===== src/rtl/alt_edge_pipe_pkg.sv =====
package alt_edge_pipe_pkg;

  // Capture edge of stage idx: 1 = rising, 0 = falling. Neighbours differ.
  function automatic bit stage_rises(input bit first_rise, input int idx);
    return first_rise ^ idx[0];
  endfunction

endpackage


===== src/rtl/alt_hs_ctrl.sv =====
// Handshake decision for one stage, evaluated just before its capture edge.
module alt_hs_ctrl (
  input  logic own_valid,
  input  logic dn_accept,
  input  logic up_valid,
  output logic load_en,
  output logic next_valid
);
  logic drained;
  logic free;

  always_comb begin
    drained    = own_valid & dn_accept;
    free       = ~own_valid | drained;
    load_en    = up_valid & free;
    next_valid = load_en | (own_valid & ~drained);
  end
endmodule


===== src/rtl/alt_hs_stage.sv =====
module alt_hs_stage #(
  parameter int DATA_W = 32,
  parameter bit RISE   = 1'b1
) (
  input  logic              clk,
  input  logic              rst_n,
  input  logic              up_valid,
  input  logic [DATA_W-1:0] up_data,
  output logic              up_accept,
  output logic              dn_valid,
  output logic [DATA_W-1:0] dn_data,
  input  logic              dn_accept
);
  logic              valid_q;
  logic              acc_q;
  logic [DATA_W-1:0] data_q;
  logic              load_en;
  logic              next_valid;

  alt_hs_ctrl u_ctrl (
    .own_valid (valid_q),
    .dn_accept (dn_accept),
    .up_valid  (up_valid),
    .load_en   (load_en),
    .next_valid(next_valid)
  );

  if (RISE) begin : g_rise
    always_ff @(posedge clk or negedge rst_n) begin
      if (!rst_n) begin
        valid_q <= 1'b0;
        acc_q   <= 1'b0;
      end else begin
        valid_q <= next_valid;
        acc_q   <= load_en;
      end
    end
    always_ff @(posedge clk) begin
      if (load_en) data_q <= up_data;
    end
  end else begin : g_fall
    always_ff @(negedge clk or negedge rst_n) begin
      if (!rst_n) begin
        valid_q <= 1'b0;
        acc_q   <= 1'b0;
      end else begin
        valid_q <= next_valid;
        acc_q   <= load_en;
      end
    end
    always_ff @(negedge clk) begin
      if (load_en) data_q <= up_data;
    end
  end

  assign up_accept = acc_q;
  assign dn_valid  = valid_q;
  assign dn_data   = data_q;
endmodule


===== src/rtl/alt_edge_pipe.sv =====
module alt_edge_pipe
  import alt_edge_pipe_pkg::*;
#(
  parameter int DATA_W     = 32,
  parameter int STAGES     = 4,
  parameter bit FIRST_RISE = 1'b1
) (
  input  logic              clk,
  input  logic              rst_n,
  input  logic              s_valid,
  input  logic [DATA_W-1:0] s_data,
  output logic              s_accept,
  output logic              m_valid,
  output logic [DATA_W-1:0] m_data,
  input  logic              m_accept
);
  localparam int LINKS = STAGES + 1;

  logic              vld [LINKS];
  logic [DATA_W-1:0] dat [LINKS];
  logic              acc [LINKS];

  assign vld[0]      = s_valid;
  assign dat[0]      = s_data;
  assign acc[STAGES] = m_accept;

  for (genvar i = 0; i < STAGES; i++) begin : g_stage
    alt_hs_stage #(
      .DATA_W(DATA_W),
      .RISE  (stage_rises(FIRST_RISE, i))
    ) u_stage (
      .clk      (clk),
      .rst_n    (rst_n),
      .up_valid (vld[i]),
      .up_data  (dat[i]),
      .up_accept(acc[i]),
      .dn_valid (vld[i+1]),
      .dn_data  (dat[i+1]),
      .dn_accept(acc[i+1])
    );
  end

  assign s_accept = acc[0];
  assign m_valid  = vld[STAGES];
  assign m_data   = dat[STAGES];
endmodule


===== config.mk =====
export PLATFORM = sky130hd
export DESIGN_NAME = alt_edge_pipe
export DESIGN_NICKNAME = d
export VERILOG_FILES = /design/src/rtl/alt_edge_pipe_pkg.sv /design/src/rtl/alt_hs_ctrl.sv /design/src/rtl/alt_hs_stage.sv /design/src/rtl/alt_edge_pipe.sv
export SDC_FILE = /design/constraint.sdc
export NUM_CORES = 1
export LEC_CHECK = 0
export ABC_AREA = 1
export CAP_MARGIN = 20
export CORE_UTILIZATION = 30
export CTS_BUF_LIST = sky130_fd_sc_hd__clkbuf_8
export DETAILED_ROUTE_END_ITERATION = 7
export DONT_BUFFER_PORTS = 1
export PLACE_DENSITY_LB_ADDON = 0.15
export SYNTH_ARGS = -nofsm -noshare
export SYNTH_HDL_FRONTEND = slang
export SYNTH_HIERARCHICAL = 1
export SYNTH_SLANG_ARGS = --single-unit
export TNS_END_PERCENT = 1

===== constraint.sdc =====
create_clock -name clk -period 3.2 [get_ports clk]
set_clock_uncertainty 0.05 [all_clocks]
set_input_delay 0.16 -clock clk [delete_from_list [all_inputs] [get_ports clk]]
set_output_delay 0.16 -clock clk [all_outputs]
set_load 0.05 [all_outputs]

==> impl_results.md <==
* WP depth at 0
* Total negative slack at 0 ns
* Combinational family with the most area after synthesis: buffers and inverters
* Post-synthesis cell type count at 6
* Die height at 120 um
* Avg Cell Area, Syn at 26.2 sq um
* Inserted Clock Buffers at 17
* Area occupied by multi-input gates at 95.1 sq um
* Post-Synth Simple-Gate Area at 0.724%
* Grt total ovfl at 0
* Routed length on met3 at 366 um
* Worst Setup SP: g_stage[3].u_stage/dn_valid
* GPL Wtd Cong at 0.670
* Async S/R FF share, synth at 5.88%
* Max Cap Viol at 0
* Dpl cells at 340
* Layout net count at 316
* Area growth syn-to-layout at 30.7%
* Vias in the first global route at 1,899
* Routed wl met2 at 3220 um
* Clock Root Buffer: clkbuf_8
* Deepest clock path buffer count at 2
* Drt pass-1 iters at 4
* Clock sinks at 136
* Final HPWL DP at 3920 um
* Post-synth top cells: edfxtp_1 (128), inv_1 (10), nand2_1 (8)
* # fillers at 1,243
* Status: finished, final reports clean
* Syn. warnings at 6
* Port bufs at 0
* Crit path kind: flip-flop to output pin
* GRT Util Overall at 9.19%
* Pwr Total at 5120 uW
* Seq/Total Area, Yosys at 97.5%
* Synth area leaders: edfxtp_1 (93%), dfrtn_1 (2.4%), dfrtp_1 (2.4%), inv_1 (0.91%), a21oi_2 (0.84%)
* Largest net degree at the start of global routing at 34
* WL final at 5910 um
* Critical Path RT at 2.99 ns
* Htree depth at 4
* DRT iter0 DRCs at 46
* Post-synth EDFFs at 128
* Post-synth top area cell: edfxtp_1
* Routed Antenna Nets at 0
* Row Count at 42
* Final setup viols at 0
* Post-synthesis register bit count at 136
* WL/cell at 12.6 um
* Worst-Skew Late Latency at 0.42 ns
* Hold path cells at 1
* DRC at 0
* Max VDD drop at 299 uV
* Final hold vios at 0
* FF-to-FF Start: g_stage[2].u_stage/dn_valid
* Count leader, synth: edfxtp_1
* Clock transition at path regs at 0.07 ns
* Top Ports at 70
* Total die area at 14,300 sq um
* Main flop type after synthesis: edfxtp_1
* Dpl ws at 0.254 ns
* Cell count after synthesis at 158
* Initial Util at 31.1%
* Core area at 13,300 sq um
* Leak at 0.00211 uW
* Layout Cells excl Fill at 469
* Least-Margin Pin Slew at 0.582 ns
* Post-Synthesis Cell Area at 4150 sq um
* Synth Area in Compound Gates at 0.845%
* Hold path startpoint: s_data[28]
* Ant. Diodes at 0
* Rel. slew slack at 61.2%
* Pins Over Slew Limit at 0
* Critical path fanouts, max at 3
* First-pass GRT wire length at 9180 um
* Top Metal Used: met4
* Power Density at 945 nW/um^2
* Worst min path class: input pin to flip-flop
* Syn_nets at 194
* Top-area cell type share of the netlist area at 92.7%
* Vias after detailed routing at 1,827
* Util after Layout at 40.6%
* Worst Reg-to-Reg Cells at 3
* Met1 Wirelength at 2030 um
* Setup ws final at 0.232 ns
* RSZ-0062 raised after global routing: false
* Gates resized, CTS repair at 0
* Sequential cell area at 4040 sq um
* Multiplexer share of the synthesized area at 0%
* Critical Path AT at 2.76 ns
* Initial antenna violation count at 0
* Die width at 120 um
* TritonCTS clock tree: done
* Vias/cell at 3.90
* Synth Area in XOR/XNOR at 0%
* Post-Synth Adder-Cell Area at 0%
* Share of layout cells above drive strength 1 at 14.0%
* Worst setup EP type: output pin
* Startpoint types: flip-flop
==> sequential cells by signal, summed over array words and instances (netlist names) <==
signal,cells
g_stage.u_stage/dn_valid,4
g_stage.u_stage/up_accept,4
g_stage.u_stage/dn_data,128
==> report_power, final <==
| group | switching [uW] | internal (uW) | total [uW] |
|---|---|---|---|
| sequential | 528 | 2650 | 3170 |
| clock | 830 | 736 | 1570 |
| combinational | 264 | 113 | 377 |
| total | 1620 | 3500 | 5120 |
==> metrics by stage <==
step                hold slack [ns]  area [sq um]
CTS                           0.254          5420
finish                        0.301          5420
global route                  0.252          5420
floorplan                    -0.186          4150
global placement             -0.185          4470
detailed placement           -0.185          4470
==> metal layers <==
metal  vias up  global-route usage, %
met3        23                   5.32
met2        58                   16.3
met1       886                   6.99
li1        860                      -
met5         -                      0
met4         0                   7.50
==> cell families after synthesis <==
logic type	after synthesis
buf+inv	10
compound gates	4
flops	136
simple gates	8
==> placed cells by master (no fill, tap or decap) <==
cell type	n
dfrtn_1	4
inv_8	1
clkbuf_8	18
buf_4	4
buf_12	2
clkinv_4	3
dfrtp_1	4
dlygate4sd3_1	35
clkinvlp_2	1
clkinvlp_4	4
edfxtp_1	128
nand2_1	8
clkinv_2	3
bufinv_16	1
a21oi_4	4
inv_1	73
==> cell type report <==
cell class / count / share of cell area [%]
Inverter: 8 / 0.554
Multi-Input combinational cell: 12 / 1.75
Tap cell: 176 / 4.06
Clock buffer: 18 / 4.57
Timing Repair Buffer: 41 / 7.76
Sequential cell: 136 / 74.6
Clock inverter: 78 / 6.67
==> path summary, 6_finish.rpt <==
check	slack, ns	endpoint
min in group asynchronous	0.48	g_stage[2].u_stage/dn_valid
worst min register to register	0.48	g_stage[1].u_stage/dn_valid
worst min-delay path	0.30	g_stage[0].u_stage/dn_data[28]
worst max register to register	0.25	g_stage[3].u_stage/dn_data[2]
max in group asynchronous	2.10	g_stage[1].u_stage/up_accept
worst max-delay path	0.23	m_valid
==> repair_timing <==
| item | 4_1_cts | 5_1_grt |
|---|---|---|
| hold endpoints to repair | 37 | 0 |
| hold buffers | 35 | 0 |
| setup endpoints to repair | 0 | 0 |
| buffers inserted | 0 | 0 |
No activity file was read; power rests on OpenSTA's default activity.
